## src/rtl/wcp_pkg.sv

```systemverilog
package wcp_pkg;
  localparam int unsigned NUM_REQ = 2;
  // requester slots; higher index wins
  localparam int unsigned REQ_BUS = 0;
  localparam int unsigned REQ_ALT = 1;
endpackage

```

## src/rtl/wcp_slave.sv

```systemverilog
module wcp_slave #(
  parameter int unsigned ADDR_W = 16,
  parameter int unsigned DATA_W = 32,
  parameter int unsigned ID_W   = 4,
  localparam int unsigned BE_W  = DATA_W / 8,
  localparam int unsigned PW    = ADDR_W + BE_W + DATA_W
) (
  input  logic              clk_i,
  input  logic              rst_ni,
  input  logic              valid_i,
  output logic              ready_o,
  input  logic [ADDR_W-1:0] addr_i,
  input  logic [DATA_W-1:0] data_i,
  input  logic [BE_W-1:0]   be_i,
  input  logic [ID_W-1:0]   id_i,
  output logic              req_o,
  output logic [PW-1:0]     pay_o,
  input  logic              fin_i,
  output logic              rsp_valid_o,
  output logic [ID_W-1:0]   rsp_id_o
);
  logic            pend_q, rsp_q;
  logic [PW-1:0]   pay_q;
  logic [ID_W-1:0] id_q;

  assign ready_o     = !pend_q && !rsp_q;
  assign req_o       = pend_q;
  assign pay_o       = pay_q;
  assign rsp_valid_o = rsp_q;
  assign rsp_id_o    = id_q;

  always_ff @(posedge clk_i or negedge rst_ni) begin
    if (!rst_ni) begin
      pend_q <= 1'b0;
      rsp_q  <= 1'b0;
      pay_q  <= '0;
      id_q   <= '0;
    end else begin
      rsp_q <= pend_q && fin_i;  // ack only once committed
      if (valid_i && ready_o) begin
        pend_q <= 1'b1;
        pay_q  <= {addr_i, be_i, data_i};
        id_q   <= id_i;
      end else if (fin_i) begin
        pend_q <= 1'b0;
      end
    end
  end
endmodule

```

## src/rtl/wcp_arb.sv

```systemverilog
module wcp_arb #(
  parameter int unsigned N = 2
) (
  input  logic         en_i,
  input  logic [N-1:0] req_i,
  output logic [N-1:0] gnt_o
);
  always_comb begin
    gnt_o = '0;
    for (int i = 0; i < N; i++) begin
      if (en_i && req_i[i]) begin
        gnt_o    = '0;
        gnt_o[i] = 1'b1;
      end
    end
  end
endmodule

```

## src/rtl/wcp_fwd.sv

```systemverilog
module wcp_fwd #(
  parameter int unsigned PW = 52
) (
  input  logic          clk_i,
  input  logic          rst_ni,
  input  logic          load_i,
  input  logic [PW-1:0] pay_i,
  output logic          free_o,
  output logic          valid_o,
  input  logic          ready_i,
  output logic [PW-1:0] pay_o
);
  logic          valid_q;
  logic [PW-1:0] pay_q;

  assign free_o  = !valid_q || ready_i;
  assign valid_o = valid_q;
  assign pay_o   = pay_q;

  always_ff @(posedge clk_i or negedge rst_ni) begin
    if (!rst_ni) begin
      valid_q <= 1'b0;
      pay_q   <= '0;
    end else if (load_i) begin
      valid_q <= 1'b1;
      pay_q   <= pay_i;
    end else if (ready_i) begin
      valid_q <= 1'b0;
    end
  end
endmodule

```

## src/rtl/wr_commit_port.sv

```systemverilog
module wr_commit_port #(
  parameter int unsigned ADDR_W = 16,
  parameter int unsigned DATA_W = 32,
  parameter int unsigned ID_W   = 4,
  localparam int unsigned BE_W  = DATA_W / 8
) (
  input  logic              clk_i,
  input  logic              rst_ni,
  input  logic              bw_valid_i,
  output logic              bw_ready_o,
  input  logic [ADDR_W-1:0] bw_addr_i,
  input  logic [DATA_W-1:0] bw_data_i,
  input  logic [BE_W-1:0]   bw_be_i,
  input  logic [ID_W-1:0]   bw_id_i,
  output logic              rsp_valid_o,
  output logic [ID_W-1:0]   rsp_id_o,
  input  logic              alt_req_i,
  input  logic [ADDR_W-1:0] alt_addr_i,
  input  logic [DATA_W-1:0] alt_data_i,
  input  logic [BE_W-1:0]   alt_be_i,
  output logic              alt_fin_o,
  output logic              mem_valid_o,
  input  logic              mem_ready_i,
  output logic [ADDR_W-1:0] mem_addr_o,
  output logic [DATA_W-1:0] mem_data_o,
  output logic [BE_W-1:0]   mem_be_o
);
  import wcp_pkg::*;
  localparam int unsigned PW = ADDR_W + BE_W + DATA_W;

  logic               bus_req, bus_fin, slot_free;
  logic [PW-1:0]      bus_payload, win_payload, fwd_payload;
  logic [NUM_REQ-1:0] req, gnt;

  wcp_slave #(.ADDR_W(ADDR_W), .DATA_W(DATA_W), .ID_W(ID_W)) u_slave (
    .clk_i(clk_i), .rst_ni(rst_ni),
    .valid_i(bw_valid_i), .ready_o(bw_ready_o),
    .addr_i(bw_addr_i), .data_i(bw_data_i), .be_i(bw_be_i), .id_i(bw_id_i),
    .req_o(bus_req), .pay_o(bus_payload), .fin_i(bus_fin),
    .rsp_valid_o(rsp_valid_o), .rsp_id_o(rsp_id_o)
  );

  always_comb begin
    req          = '0;
    req[REQ_BUS] = bus_req;
    req[REQ_ALT] = alt_req_i;
  end

  wcp_arb #(.N(NUM_REQ)) u_arb (.en_i(slot_free), .req_i(req), .gnt_o(gnt));

  assign bus_fin     = gnt[REQ_BUS];
  assign alt_fin_o   = gnt[REQ_ALT];
  assign win_payload = gnt[REQ_ALT] ? {alt_addr_i, alt_be_i, alt_data_i} : bus_payload;

  wcp_fwd #(.PW(PW)) u_fwd (
    .clk_i(clk_i), .rst_ni(rst_ni),
    .load_i(|gnt), .pay_i(win_payload), .free_o(slot_free),
    .valid_o(mem_valid_o), .ready_i(mem_ready_i), .pay_o(fwd_payload)
  );

  assign {mem_addr_o, mem_be_o, mem_data_o} = fwd_payload;
endmodule

```

## config.mk

```make
export PLATFORM = sky130hd
export DESIGN_NAME = wr_commit_port
export DESIGN_NICKNAME = d
export VERILOG_FILES = /design/src/rtl/wcp_pkg.sv /design/src/rtl/wcp_slave.sv /design/src/rtl/wcp_arb.sv /design/src/rtl/wcp_fwd.sv /design/src/rtl/wr_commit_port.sv
export SDC_FILE = /design/constraint.sdc
export NUM_CORES = 1
export LEC_CHECK = 0
export BUFFER_PORTS_ARGS = -buffer_cell sky130_fd_sc_hd__buf_2
export CORE_MARGIN = 8
export CORE_UTILIZATION = 53
export CTS_CLUSTER_DIAMETER = 150
export CTS_CLUSTER_SIZE = 14
export DETAILED_ROUTE_END_ITERATION = 10
export PLACE_DENSITY = 0.93
export SYNTH_ARGS = -nofsm -noshare
export SYNTH_HDL_FRONTEND = slang
export SYNTH_SLANG_ARGS = --single-unit
```

## constraint.sdc

```tcl
create_clock -name clk_i -period 3.5 [get_ports clk_i]
set_input_delay 0.175 -clock clk_i [delete_from_list [all_inputs] [get_ports clk_i]]
set_output_delay 0.175 -clock clk_i [all_outputs]
set_load 0.005 [all_outputs]
```

==> flow_summary.ini <==
[run_status]
status = completed

[pwr]
p_leak_uw = 0.00277
ir_drop_mv = 0.386
power_density_nw_per_um2 = 801
internal_power_uw = 3410
combPwrFrac_pct = 33.5
switching_share_pct = 28.5
switching_power_uw = 1360
seqPwrFrac_pct = 47.1
power_uw = 4780
power_frac_clock_pct = 19.4

[final_layout]
register_area_um2 = 2780
area_delta_synth_final_pct = 23.6
finalInstanceArea_um2 = 5960
instances_no_fill = 586
fill_cells = 660
multi_input_comb_area_um2 = 1870
final_nets = 582
drive_gt1_share_pct = 74.9

[routing]
vias = 3039
via_per_inst = 5.19
wl_per_cell_um = 18.4
drt_wl_total_um = 10800
first_pass_iters = 4
ant_nets = 0
drt_iter0_drc = 111
drc = 0

[synthesis]
synth_top_cell_area_share_pct = 57.6
ys_top_cells_by_area = dfrtp_1, mux2_2, buf_6
ys_seq_area_share_pct = 57.6
syn_inst = 298
yosysWarnings = 0
syn_area_per_cell_um2 = 16.2
synth_area_leader_cell = dfrtp_1
synth_area_um2 = 4820
ys_seq_elements = 111
synth_cell_types = 13
synth_nets = 411

[floorplanning]
core-area_um2 = 9020
initial_core_util_pct = 53.5
die_w_um = 111
num_io_pins = 173
die_h_um = 111
num_rows = 35
die-area_um2 = 12400

[placed_design]
placed_area_um2 = 5700
dp.final_hpwl_um = 7840
gp_congestion = 0.748
dp_slack_ns = 1.64
io_buffer_count = 172
post-place-cells = 568

[critical_path]
critPathCaptureType = flop
slowest_delay_ns = 0.43
crit_family = simple AND/OR/NAND/NOR gates
critPathKind = flop to flop
cp_cell_sequence = nor2b_4 > nor2_4 > buf_4 > mux2_2
crit_slowest_cell = nor2_4
r2r-start = u_fwd.valid_o$_DFFE_PN0P_
path_buf_inv = 1
r2r-end = u_fwd.pay_o[43]$_DFFE_PN0P_
r2r_slack_ns = 1.65
arrival_ns = 2.09
reg2regPathDepth = 4
worstPathMaxFanout = 18
crit_required_ns = 3.74
worstSetupStartpointType = flop

[hold_path]
worstHoldStart = bw_id_i[3]
whs_endpoint = u_slave.rsp_id_o[3]$_DFFE_PN0P_
hp-class = input port to flop
hold_depth = 2

[sta]
period_needed_ns = 1.85
fin_tns_setup_ns = 0
timing.final.hold_violations = 0
relSlewSlack_pct = 47.3
skew_ns = 0.0124
tightest_slew_ns = 0.791
slew_viol_final = 0
fmax_mhz = 541
period_share_pct = 52.8
grt_setup_unrepaired = false
finalSetupViolCount = 0
layout_setup_ws_ns = 1.65

[cts]
hold_buffers = 1
htreeDepth = 3
cts_root_buf = clkbuf_8
cts.sinks = 111
cts_repair_resize_count = 0
clk_pin_slew_ns = 0.11
cts_tree = done
cts_made_buffers = 9
clk_latency_ns = 0.36
max-clock-path-buffers = 2
cts_setup_buffers = 0

[grt]
grtUsageMet1_pct = 18.5
antenna_found_initial = 1
top_usage_layer = met2
grt_pass1_vias = 3627
grt_overflow = 0
grt_pass1_wl_um = 17800
use_met3_pct = 4.89
met2_usage_pct = 31.3
grt_usage_pct = 17.5
grt_max_degree = 65

[flow_run]
drv_cap = 0
power groups by stage:
stage	sequential, µW	combinational (µW)	clock, µW
6_report	2250	1600	926
5_1_grt	2340	1750	1010
4_1_cts	2260	1640	960
3_5_place_dp	2280	1630	0
3_3_place_gp	2230	1560	0
2_1_floorplan	2240	1020	0
area by class of cell:
| class | instances | share of cell area, % |
|---|---|---|
| repair buffers | 177 | 15.4 |
| flip-flops and latches | 111 | 46.6 |
| multi-input cells | 170 | 31.4 |
| clock buffers | 9 | 2.08 |
| clock inverters | 7 | 2.16 |
| diodes | 1 | 0.0420 |
| well taps | 111 | 2.33 |
synthesized netlist by cell type:
cell type  count
buf_2          2
nor3b_1        1
mux2_2       160
nor2_1         2
o21ai_0        1
nand2b_1       2
nor2_2         1
buf_4          1
and2_4         1
nor2b_4        1
dfrtp_1      111
nor2b_1        1
buf_6         14
metrics by stage:
| stage | util [%] | hold WS [ns] |
|---|---|---|
| 6_report | 66.1 | 0.0359 |
| 5_1_grt | 66.1 | 0.00959 |
| 4_1_cts | 66.1 | 0.00958 |
| 3_5_place_dp | 63.1 | 0.227 |
| 3_3_place_gp | 63.1 | 0.212 |
| 2_1_floorplan | - | -0.121 |
cells by family after synthesis:
logic type	after synthesis	synth area share [%]
buffers and inverters	17	3.63
DFF	111	57.6
and+or+nand+nor	9	1.30
AOI/OAI and AO/OA	1	0.104
muxes	160	37.4
cell usage in the layout (no fill, tap or decap):
master and n:
and2_4 1, buf_12 1, buf_2 171, buf_4 4, bufinv_16 3, clkbuf_8 9, clkinv_4 1, clkinvlp_4 1
dfrtp_1 111, diode_2 1, dlygate4sd3_1 1, inv_8 2, mux2_2 160, nand2b_1 2, nor2_1 2, nor2_4 1
nor2b_1 1, nor2b_4 1, nor3b_1 1, o21ai_0 1
flip-flops by register name, indices dropped and copies added (netlist names):
signal	cells
u_fwd.pay_o	52
u_fwd.valid_o	1
u_slave.pay_o	52
u_slave.req_o	1
u_slave.rsp_id_o	4
u_slave.rsp_valid_o	1
worst max-delay path by stage:
stage                              startpoint                            end  slack (ns)  cells past startpoint
finish              u_fwd.valid_o$_DFFE_PN0P_    u_fwd.pay_o[43]$_DFFE_PN0P_        1.65                      4
global route        u_slave.req_o$_DFFE_PN0P_  u_slave.pay_o[15]$_DFFE_PN0P_        1.54                      3
CTS                 u_fwd.valid_o$_DFFE_PN0P_    u_fwd.pay_o[38]$_DFFE_PN0P_        1.61                      4
detailed placement  u_fwd.valid_o$_DFFE_PN0P_    u_fwd.pay_o[43]$_DFFE_PN0P_        1.64                      4
global placement    u_fwd.valid_o$_DFFE_PN0P_    u_fwd.pay_o[37]$_DFFE_PN0P_        1.69                      4
floorplan           u_fwd.valid_o$_DFFE_PN0P_    u_fwd.pay_o[31]$_DFFE_PN0P_        2.03                      4
routing by layer:
metal | up-vias | part of all wire [%]
met3 | 25 | 5.6
met1 | 1514 | 38
met4 | 0 | 3.1
met5 | - | 0
met2 | 99 | 53
li1 | 1401 | -
(Power assumes the default switching activity.)
